### config.mk
export PLATFORM = sky130hd
export DESIGN_NAME = hpi_slave
export DESIGN_NICKNAME = d
export VERILOG_FILES = /design/src/rtl/hpi_pkg.sv /design/src/rtl/hpi_strobe_det.sv /design/src/rtl/hpi_mailbox.sv /design/src/rtl/hpi_mem_xfer.sv /design/src/rtl/hpi_slave.sv
export SDC_FILE = /design/constraint.sdc
export NUM_CORES = 1
export LEC_CHECK = 0
export CAP_MARGIN = 40
export CORE_MARGIN = 5
export CORE_UTILIZATION = 48
export CTS_BUF_LIST = sky130_fd_sc_hd__clkbuf_16
export CTS_CLUSTER_SIZE = 25
export DETAILED_ROUTE_END_ITERATION = 10
export PLACE_DENSITY = 0.8
export SYNTH_ARGS = -nofsm -noshare
export SYNTH_HDL_FRONTEND = slang
export SYNTH_SLANG_ARGS = --single-unit
### constraint.sdc
create_clock -name clk -period 1.9 [get_ports clk]
set_clock_uncertainty 0.05 [all_clocks]
set_input_delay 0.285 -clock clk [delete_from_list [all_inputs] [get_ports clk]]
set_output_delay 0.285 -clock clk [all_outputs]
set_load 0.05 [all_outputs]
### src/rtl/hpi_pkg.sv
package hpi_pkg;
  typedef enum logic [1:0] {
    SEL_DATA = 2'd0,
    SEL_MBX  = 2'd1,
    SEL_PTR  = 2'd2,
    SEL_STAT = 2'd3
  } hpi_sel_e;

  typedef enum logic [1:0] {
    XF_IDLE = 2'd0,
    XF_REQ  = 2'd1,
    XF_WAIT = 2'd2
  } xfer_state_e;
endpackage

### src/rtl/hpi_strobe_det.sv
module hpi_strobe_det #(
  parameter int STAGES = 2
) (
  input  logic clk,
  input  logic rst_n,
  input  logic strobe,
  output logic evt
);
  logic [STAGES:0] chain;

  always_ff @(posedge clk) begin
    if (!rst_n) chain <= '0;
    else        chain <= {chain[STAGES-1:0], strobe};
  end

  // one pulse per rising strobe, after STAGES synchroniser flops
  assign evt = chain[STAGES-1] & ~chain[STAGES];
endmodule

### src/rtl/hpi_mailbox.sv
module hpi_mailbox #(
  parameter int DW = 16
) (
  input  logic          clk,
  input  logic          rst_n,
  input  logic          host_take,
  input  logic          host_post,
  input  logic [DW-1:0] host_word,
  input  logic          mbo_valid,
  output logic          mbo_ready,
  input  logic [DW-1:0] mbo_data,
  output logic          out_flag,
  output logic [DW-1:0] out_word,
  output logic          mbi_valid,
  input  logic          mbi_ready,
  output logic [DW-1:0] mbi_data
);
  assign mbo_ready = ~out_flag;

  always_ff @(posedge clk) begin
    if (!rst_n) begin
      out_flag <= 1'b0;
      out_word <= '0;
    end else if (mbo_valid && mbo_ready) begin
      out_flag <= 1'b1;
      out_word <= mbo_data;
    end else if (host_take) begin
      out_flag <= 1'b0;
    end
  end

  always_ff @(posedge clk) begin
    if (!rst_n) begin
      mbi_valid <= 1'b0;
      mbi_data  <= '0;
    end else if (host_post) begin
      mbi_valid <= 1'b1;
      mbi_data  <= host_word;
    end else if (mbi_valid && mbi_ready) begin
      mbi_valid <= 1'b0;
    end
  end
endmodule

### src/rtl/hpi_mem_xfer.sv
module hpi_mem_xfer
  import hpi_pkg::*;
#(
  parameter int DW = 16
) (
  input  logic          clk,
  input  logic          rst_n,
  input  logic          load_ptr,
  input  logic          rd_go,
  input  logic          wr_go,
  input  logic [DW-1:0] host_word,
  output logic [DW-1:0] ptr,
  output logic          mem_valid,
  input  logic          mem_ready,
  output logic          mem_we,
  output logic [DW-2:0] mem_addr,
  output logic [DW-1:0] mem_wdata,
  input  logic          mem_rvalid,
  output logic          rd_done
);
  localparam logic [DW-1:0] STEP = DW'(2);

  xfer_state_e st;

  always_ff @(posedge clk) begin
    if (!rst_n) begin
      st        <= XF_IDLE;
      ptr       <= '0;
      mem_we    <= 1'b0;
      mem_addr  <= '0;
      mem_wdata <= '0;
    end else begin
      unique case (st)
        XF_IDLE: begin
          if (load_ptr) begin
            ptr <= host_word;
          end else if (rd_go || wr_go) begin
            mem_we    <= wr_go;
            mem_addr  <= ptr[DW-1:1];
            mem_wdata <= host_word;
            st        <= XF_REQ;
          end
        end
        XF_REQ: begin
          if (mem_ready) begin
            ptr <= ptr + STEP;
            st  <= mem_we ? XF_IDLE : XF_WAIT;
          end
        end
        XF_WAIT: begin
          if (mem_rvalid) st <= XF_IDLE;
        end
        default: st <= XF_IDLE;
      endcase
    end
  end

  assign mem_valid = (st == XF_REQ);
  assign rd_done   = (st == XF_WAIT) && mem_rvalid;
endmodule

### src/rtl/hpi_slave.sv
module hpi_slave
  import hpi_pkg::*;
#(
  parameter int DW          = 16,
  parameter int SYNC_STAGES = 2
) (
  input  logic          clk,
  input  logic          rst_n,
  input  logic [1:0]    host_sel,
  input  logic          host_rd,
  input  logic          host_wr,
  input  logic [DW-1:0] host_wdata,
  output logic [DW-1:0] host_rdata,
  output logic          host_irq,
  output logic          mem_valid,
  input  logic          mem_ready,
  output logic          mem_we,
  output logic [DW-2:0] mem_addr,
  output logic [DW-1:0] mem_wdata,
  input  logic          mem_rvalid,
  input  logic [DW-1:0] mem_rdata,
  input  logic          mbo_valid,
  output logic          mbo_ready,
  input  logic [DW-1:0] mbo_data,
  output logic          mbi_valid,
  input  logic          mbi_ready,
  output logic [DW-1:0] mbi_data
);
  logic          rd_evt, wr_evt;
  logic          out_flag, rd_done;
  logic [DW-1:0] out_word, ptr;
  hpi_sel_e      sel;

  assign sel = hpi_sel_e'(host_sel);

  hpi_strobe_det #(.STAGES(SYNC_STAGES)) u_rd_det (
    .clk(clk), .rst_n(rst_n), .strobe(host_rd), .evt(rd_evt));
  hpi_strobe_det #(.STAGES(SYNC_STAGES)) u_wr_det (
    .clk(clk), .rst_n(rst_n), .strobe(host_wr), .evt(wr_evt));

  hpi_mailbox #(.DW(DW)) u_mbx (
    .clk(clk), .rst_n(rst_n),
    .host_take(rd_evt && sel == SEL_MBX),
    .host_post(wr_evt && sel == SEL_MBX),
    .host_word(host_wdata),
    .mbo_valid(mbo_valid), .mbo_ready(mbo_ready), .mbo_data(mbo_data),
    .out_flag(out_flag), .out_word(out_word),
    .mbi_valid(mbi_valid), .mbi_ready(mbi_ready), .mbi_data(mbi_data));

  hpi_mem_xfer #(.DW(DW)) u_xfer (
    .clk(clk), .rst_n(rst_n),
    .load_ptr(wr_evt && sel == SEL_PTR),
    .rd_go(rd_evt && sel == SEL_DATA),
    .wr_go(wr_evt && sel == SEL_DATA),
    .host_word(host_wdata),
    .ptr(ptr),
    .mem_valid(mem_valid), .mem_ready(mem_ready), .mem_we(mem_we),
    .mem_addr(mem_addr), .mem_wdata(mem_wdata),
    .mem_rvalid(mem_rvalid), .rd_done(rd_done));

  always_ff @(posedge clk) begin
    if (!rst_n) begin
      host_rdata <= '0;
    end else if (rd_done) begin
      host_rdata <= mem_rdata;
    end else if (rd_evt) begin
      unique case (sel)
        SEL_MBX:  host_rdata <= out_word;
        SEL_PTR:  host_rdata <= ptr;
        SEL_STAT: host_rdata <= {{(DW-1){1'b0}}, out_flag};
        default:  host_rdata <= host_rdata;
      endcase
    end
  end

  assign host_irq = out_flag;
endmodule

Yosys cells after proc, flatten, opt, wreduce, memory -nomap -nowiden
Index checks and enable logic that the tools add are counted.

word-level totals
  bits in registers = 106
  input bits = 58
  logic and storage cells = 65

cells by class
  add/sub/neg operators = 1
  equality and inequality tests = 10
  muxes and demuxes = 16
  bitwise gates (word level) = 6
  reductions and logical operators = 20

operators with widths
  kind                                                    count
  2-to-1 mux 16 bit                                       4
  case mux 16 bit (3 select lines)                        1
  case mux 16 bit (2 select lines)                        1
  adder 16 x 2 -> 16 bit (second input constant)          1
  2-to-1 mux 2 bit                                        5
  logical AND 1 bit                                       8
  nonzero test 2 bit                                      4
  == test 2 bit (second input constant)                   3
  inequality test 2 x 1 -> 1 bit (second input constant)  3
  case mux 2 bit (3 select lines)                         1
  AND reduction 3 bit                                     2
  == test 2 x 1 -> 1 bit (second input constant)          2
  zero test 2 bit                                         2
  2-to-1 mux 1 bit                                        4
  inequality test 2 bit (second input constant)           2
  NOT 1 bit                                               4
  AND reduction 4 bit                                     1
  nonzero test 4 bit                                      1
  AND 1 bit                                               2
  AND reduction 2 bit                                     1
  logical OR 1 bit                                        1

Longest topological paths before layout
Gate-level depths: netlist of the first run.

  depth in word-level cells = 7
  depth in mapped cells = 7
  depth with buffers taken out = 5

Cells and area by module
A second synthesis of the first run with hierarchy kept.

unflattened totals
  cells, all modules = 551
  area total of the unflattened synthesis = 4898.4 sq um

by module, submodules not included
  module          times used  cells each  area an instance (sq um)  sequential area each (sq um)
  hpi_mem_xfer    1           292         2371.0                    1001.0
  hpi_mailbox     1           129         1333.8                    680.7
  hpi_slave       1           116         1008.5                    320.3
  hpi_strobe_det  2           7           92.6                      60.1

Worst setup path after synthesis of the first run
No wires, ideal clock.

  kind = register -> register
  start point = register u_mbx.out_flag
  end point = register u_mbx.out_word[10]
  setup time = 0.070 ns
  arrival = 1.788 ns
  required time = 1.780 ns
  slack = -0.008 ns
  stages on the path, launching flop included = 6
  period minus slack after synthesis = 1.908 ns
  cell sequence = dfxtp_1 -> inv_1 -> nand2_1 -> clkbuf_1 -> nand2_1 -> a21oi_1

on the way
  word-level cells in the longest chain between the ends = 2

RTL lines
  element                 line               source
  from (decl)             hpi_mailbox.sv:12  output logic out_flag,
  from (signal assigned)  hpi_mailbox.sv:22  out_flag <= 1'b0;
  from (signal assigned)  hpi_mailbox.sv:25  out_flag <= 1'b1;
  from (signal assigned)  hpi_mailbox.sv:28  out_flag <= 1'b0;
  NOT 1 bit               hpi_mailbox.sv:18  assign mbo_ready = ~out_flag;
  via mbo_ready           hpi_slave.sv:23    output logic mbo_ready,
  logical AND 1 bit       hpi_mailbox.sv:24  end else if (mbo_valid && mbo_ready) begin
  to (signal assigned)    hpi_mailbox.sv:26  out_word <= mbo_data;
  to (decl)               hpi_mailbox.sv:13  output logic [DW-1:0] out_word,

The timed path passes the listed nets, and every way through them passes these cells.
A chain may end at the register's enable or synchronous reset.

Worst setup path in the final report of the first run
  start point = register host_rdata[0]
  end point = output host_rdata[0]

RTL lines
  element                 line             source
  from (decl)             hpi_slave.sv:13  output logic [DW-1:0] host_rdata,
  from (signal assigned)  hpi_slave.sv:65  host_rdata <= mem_rdata;
  from (signal assigned)  hpi_slave.sv:68  SEL_MBX: host_rdata <= out_word;
  from (signal assigned)  hpi_slave.sv:69  SEL_PTR: host_rdata <= ptr;

No word-level cell between the ends.

==> results.yml, run 1 <==
placed_design:
  place_congestion: 0.931
  placed_cells: 832
  io_buffer_count: 125
  dp_hpwl_um: 9910
  dp_worst_setup_slack_ns: -0.0616
synth:
  synth_enable_flop_cells: 0
  synth.cell_area_um2: 4590
  most_used_flip_flop_cell_after_synthesis: "sky130_fd_sc_hd__dfxtp_1"
  ys_seq_elements: 106
  synth_cell_type_count: 48
  ys_seq_area_share_pct: 46.2
  synth-async-reset-ratio_pct: 0
  post_synth_inst_count: 585
  ys.warnings.count: 0
  synth.avg_cell_area_um2: 7.85
  postSynthNetCount: 644
route:
  post_drt_wl_per_cell_um: 15.6
  detail_route.iter0.violations: 275
  drt.antenna.violating_nets: 0
  first_pass_iters: 5
  vias_per_cell: 5.36
  drc: 0
  via_count: 4537
  finalWirelength_um: 13200
die:
  die_ht_um: 108
  die_area_um2: 11600
  number_of_i_o_pins: 126
  placement_rows: 35
  core_region_area_um2: 9280
  floorplan.die.width_um: 108
  initial_utilization_pct: 49.5
sta:
  layout_worst_path_cycle_share_pct: 97.6
  finalHoldViolations: 0
  fin_crit_ns: 1.85
  timing_worst_slew_pin_value_ns: 0.553
  postLayoutSetupSlackWorst_ns: 0.0452
  setup_viol: 0
  rsz0062_at_grt: "no"
  final_layout_setup_total_negative_slack_ns: 0
  max_clock_freq_mhz: 539
  maxSlewHeadroom_pct: 63.1
  final_count_of_pins_violating_max_slew: 0
clock_network:
  path_clk_slew_ns: 0.07
  tritoncts: "done"
  cts_inserted_buffers: 9
  cts-root-buf: "sky130_fd_sc_hd__clkbuf_16"
  h-tree-depth: 3
  clkSinkCount: 106
  cts.path.max_buffers: 2
  insertion_delay_ns: 0.34
  post_cts.repair.setup_buffers: 0
global_route:
  antenna_found_initial: 0
  grt_start_max_net_pins: 48
  gr-total-overflow: 0
  number_of_global_route_vias_before_repair: 4393
  grt_first_pass_wirelength_um: 21300
  grt_util_all_layers_pct: 22.5
layout:
  layout_common_cells: "sky130_fd_sc_hd__nand2_1 (162), sky130_fd_sc_hd__clkdlybuf4s50_1 (121), sky130_fd_sc_hd__dfxtp_1 (105)"
  finalNetCount: 773
  share_of_post_route_cells_with_drive_strength_above_1_pct: 7.94
  most_common_cell_after_layout_fill_and_taps_aside: "sky130_fd_sc_hd__nand2_1"
  syn_to_final_growth_pct: 38.9
  fill_cells: 784
  n_antenna_cell: 0
  instances_no_fill: 847
pwr:
  peakVddDrop_mv: 0.465
  static-leakage-power_nw: 2.24
  power_per_cell_area_nw_per_um2: 732
critical_path:
  crit_end_category: "output port"
  path_cells: "clkdlybuf4s50_1"
  cp.arrival_ns: 1.52
  worst_path_max_delay_cell: "sky130_fd_sc_hd__clkdlybuf4s50_1"
  setup.worst_path.class: "reg -> out"
  crit_buf_inv: 1
  cp-start-kind: "flip-flop"
  critPathMaxFanout: 2
  worst_path_dominant_cell_family: "buffers and inverters"
  critical_path.max_stage_delay_ns: 0.82
  worstPathRequired_ns: 1.56
worst_hold_path:
  hold_class: "reg -> reg"
status:
  run_status: "finished clean"
job:
  maxCapViolations: 0
[cells by family after synthesis]
group	after synthesis	synth area share, %
simple gates	248	24.8
compound gates	152	18.4
flops	106	46.2
buf+inv	57	5.80
mux	21	4.58
fa+ha+maj	1	0.272
[flip-flops by register name (all words and copies together) (netlist names)]
| name | cells |
|---|---|
| u_xfer.st | 2 |
| host_rdata | 16 |
| u_xfer.ptr | 16 |
| u_mbx.mbi_data | 16 |
| u_mbx.out_flag | 1 |
| u_mbx.out_word | 16 |
| u_xfer.mem_we | 1 |
| u_wr_det.chain | 3 |
| u_xfer.mem_wdata | 16 |
| u_mbx.mbi_valid | 1 |
| u_rd_det.chain | 3 |
| u_xfer.mem_addr | 15 |
[synth_stat cells, types with 2 or more instances]
master                      count  area (um2)
sky130_fd_sc_hd__a21o_1         2        15.0
sky130_fd_sc_hd__nand2b_1       5        31.3
sky130_fd_sc_hd__inv_1         18        67.6
sky130_fd_sc_hd__and3_1         2        12.5
sky130_fd_sc_hd__mux2i_1       21         210
sky130_fd_sc_hd__a21oi_1       78         390
sky130_fd_sc_hd__nand3_1       11        55.1
sky130_fd_sc_hd__clkbuf_1      18        67.6
sky130_fd_sc_hd__nor2b_1        5        31.3
sky130_fd_sc_hd__buf_2          9        45.0
sky130_fd_sc_hd__nor2_1        14        52.6
sky130_fd_sc_hd__and2_1        10        62.6
sky130_fd_sc_hd__o41a_1         2        22.5
sky130_fd_sc_hd__nand2_1      162         608
sky130_fd_sc_hd__and4_1         3        26.3
sky130_fd_sc_hd__dfxtp_1      106        2120
sky130_fd_sc_hd__nand4_1        2        12.5
sky130_fd_sc_hd__buf_6          5        56.3
sky130_fd_sc_hd__o2bb2ai_1      5        43.8
sky130_fd_sc_hd__nand3b_1      21         158
sky130_fd_sc_hd__nor3_1         4        20.0
sky130_fd_sc_hd__o21ai_0       50         250
sky130_fd_sc_hd__buf_1          5        18.8
sky130_fd_sc_hd__a31oi_1        3        18.8
[through the flow]
stage / hold WS, ns / total power [W] / util (%) / cell area, um2
2_1_floorplan: 0.344 / 0.00264 / - / 4590
3_3_place_gp: 0.364 / 0.00289 / 65.6 / 6090
3_5_place_dp: 0.376 / 0.00290 / 65.6 / 6090
4_1_cts: 0.400 / 0.00468 / 68.7 / 6370
5_1_grt: 0.423 / 0.00484 / 68.7 / 6380
6_report: 0.395 / 0.00467 / 68.7 / 6380
[layer usage]
layer	up-vias	global-route usage [%]	wire length, um
li1	2232	-	-
met1	2154	28.8	5730
met2	133	38.5	6630
met3	18	3.78	604
met4	0	7.48	215
met5	-	0	0
[power breakdown]
part	switching, W	internal, W
registers	0.0000364	0.00227
logic	0.000300	0.000246
clock network	0.000801	0.00101
total	0.00114	0.00353
[area by class of cell]
cell class,instances,area [um2],share of cell area [%]
Tap cell,129,161,2.53
Sequential cell,106,2120,33.3
Timing Repair Buffer,156,1530,24.0
Multi-Input combinational cell,422,2210,34.6
Clock buffer,9,225,3.53
Inverter,19,72.6,1.14
Clock inverter,6,60.1,0.942
[what timing repair did]
action                     CTS  global route
resized for setup            1             2
setup endpoints to repair    1             2
hold endpoints to repair     0             0
hold buffers                 0             0
[worst paths after layout]
kind	from	to	slack (ns)	depth (start not counted)
setup / recovery	host_rdata[0]	host_rdata[0]	0.05	1
setup reg to reg	u_xfer.ptr[5]	u_xfer.ptr[11]	0.21	4
hold / removal	u_rd_det.chain[0]	u_rd_det.chain[1]	0.39	1
hold reg to reg	u_rd_det.chain[0]	u_rd_det.chain[1]	0.39	1
No activity file was read; power rests on OpenSTA's default activity.
==> inputs of run 2 (changes only) <==
--- a/config.mk
+++ b/config.mk
@@ -7,11 +7,11 @@
 export LEC_CHECK = 0
 export CAP_MARGIN = 40
 export CORE_MARGIN = 5
-export CORE_UTILIZATION = 48
+export CORE_UTILIZATION = 46
 export CTS_BUF_LIST = sky130_fd_sc_hd__clkbuf_16
 export CTS_CLUSTER_SIZE = 25
 export DETAILED_ROUTE_END_ITERATION = 10
-export PLACE_DENSITY = 0.8
+export PLACE_DENSITY = 0.77
 export SYNTH_ARGS = -nofsm -noshare
 export SYNTH_HDL_FRONTEND = slang
 export SYNTH_SLANG_ARGS = --single-unit
==> results.yml, run 2 (synthesis results as in run 1) <==
pwr:
  power_per_cell_area_nw_per_um2: 748
  static-leakage-power_nw: 2.25
  p_total_w: 0.00480
  peakVddDrop_mv: 0.471
placed_design:
  dp_hpwl_um: 9960
  place_congestion: 0.893
  io_buffer_count: 125
  dp_worst_setup_slack_ns: -0.108
  placement.cell_area_um2: 6100
critical_path:
  crit_end_category: "output port"
  path_cells: "clkdlybuf4s50_1"
  setup.worst_path.class: "reg -> out"
  crit_buf_inv: 1
  critPathMaxFanout: 2
  critical_path.max_stage_delay_ns: 0.82
  worst_path_max_delay_cell: "sky130_fd_sc_hd__clkdlybuf4s50_1"
  cp-start-kind: "flip-flop"
  cp.arrival_ns: 1.51
  worst_path_dominant_cell_family: "buffers and inverters"
  worstPathRequired_ns: 1.56
clock_network:
  clkSinkCount: 106
  tritoncts: "done"
  post_cts_resize_count: 1
  post_cts_hold_buffer_count: 0
  cts-root-buf: "sky130_fd_sc_hd__clkbuf_16"
  h-tree-depth: 3
  cts_inserted_buffers: 9
  insertion_delay_ns: 0.35
  post_cts.repair.setup_buffers: 0
  cts.path.max_buffers: 2
  path_clk_slew_ns: 0.07
sta:
  fin_crit_ns: 1.85
  maxSlewHeadroom_pct: 60.0
  setup_viol: 0
  rsz0062_at_grt: "no"
  timing_worst_slew_pin_value_ns: 0.599
  postLayoutSetupSlackWorst_ns: 0.0544
  final_count_of_pins_violating_max_slew: 0
  finalHoldViolations: 0
  max_clock_freq_mhz: 542
  layout_worst_path_cycle_share_pct: 97.1
layout:
  share_of_post_route_cells_with_drive_strength_above_1_pct: 9.13
  fill_cells: 836
  design_area_um2: 6410
  layout_common_cells: "sky130_fd_sc_hd__nand2_1 (162), sky130_fd_sc_hd__clkdlybuf4s50_1 (118), sky130_fd_sc_hd__dfxtp_1 (104)"
  most_common_cell_after_layout_fill_and_taps_aside: "sky130_fd_sc_hd__nand2_1"
  finalNetCount: 777
  syn_to_final_growth_pct: 39.6
  n_antenna_cell: 0
route:
  first_pass_iters: 4
  drt.antenna.violating_nets: 0
  post_drt_wl_per_cell_um: 15.3
  detail_route.iter0.violations: 228
  drc: 0
  finalWirelength_um: 13100
  via_count: 4462
  vias_per_cell: 5.21
die:
  core_region_area_um2: 9770
  number_of_i_o_pins: 126
  die_area_um2: 12100
  die_ht_um: 110
  initial_utilization_pct: 47.0
  placement_rows: 36
  floorplan.die.width_um: 110
global_route:
  grt_start_max_net_pins: 33
  antenna_found_initial: 0
  number_of_global_route_vias_before_repair: 4421
  gr-total-overflow: 0
  grt_util_all_layers_pct: 22.4
  grt_first_pass_wirelength_um: 21300
status:
  run_status: "finished clean"
worst_hold_path:
  hold_class: "reg -> reg"
job:
  maxCapViolations: 0
## run 2: changes by cell type in the layout (fill, tap and decap cells not counted), sizes merged
cell and change:
clkdlybuf4s50 -3, dlymetal6s2s -1, buf +7, dlygate4sd2 +1
clkinvlp +1
## run 2: layout make-up
type,count,area (um2),share of cell area (%)
repair buffers,160,1540,23.9
well taps,133,166,2.59
clock inverters,7,86.3,1.35
flip-flops and latches,106,2120,33.1
multi-input cells,422,2200,34.4
clock buffers,9,225,3.51
inverters,19,71.3,1.11
## run 2: power breakdown
part           internal, W  leakage (nW)  switching, W
sequential         0.00227         0.860     0.0000338
combinational     0.000245          1.24      0.000299
clock              0.00105         0.150      0.000894
total              0.00357          2.25       0.00123
## run 2: final timing paths
path | slack [ns] | cells after the start | from | end
max | 0.05 | 1 | host_rdata[0] | host_rdata[0]
min | 0.40 | 1 | u_wr_det.chain[0] | u_wr_det.chain[1]
max reg2reg | 0.16 | 5 | u_xfer.st[0] | u_xfer.ptr[11]
min reg2reg | 0.40 | 1 | u_wr_det.chain[0] | u_wr_det.chain[1]
## run 2: through the flow
step | cells | TNS, ns | hold slack, ns | util (%)
after global routing | 856 | 0 | 0.420 | 65.6
after detailed placement | 840 | -3.57 | 0.384 | 62.4
after global placement | 840 | -0.852 | 0.365 | 62.4
after CTS | 856 | 0 | 0.402 | 65.6
final | 856 | 0 | 0.399 | 65.6
after floorplan | 585 | 0 | 0.344 | -
## run 2: worst register-to-register path: stages (launching register included)
cell and delay (ns):
sky130_fd_sc_hd__dfxtp_1 0.40, sky130_fd_sc_hd__or3_1 0.44, sky130_fd_sc_hd__buf_4 0.16, sky130_fd_sc_hd__o31ai_1 0.27, sky130_fd_sc_hd__o41a_1 0.22, sky130_fd_sc_hd__o22ai_1 0.09
## run 2: routing by layer
layer / GRT usage, % / vias up / wire length (um)
met5: 0 / - / 0
met2: 39.0 / 99 / 6680
met1: 28.9 / 2117 / 5710
li1: - / 2234 / -
met4: 6.77 / 0 / 170
met3: 2.76 / 12 / 550
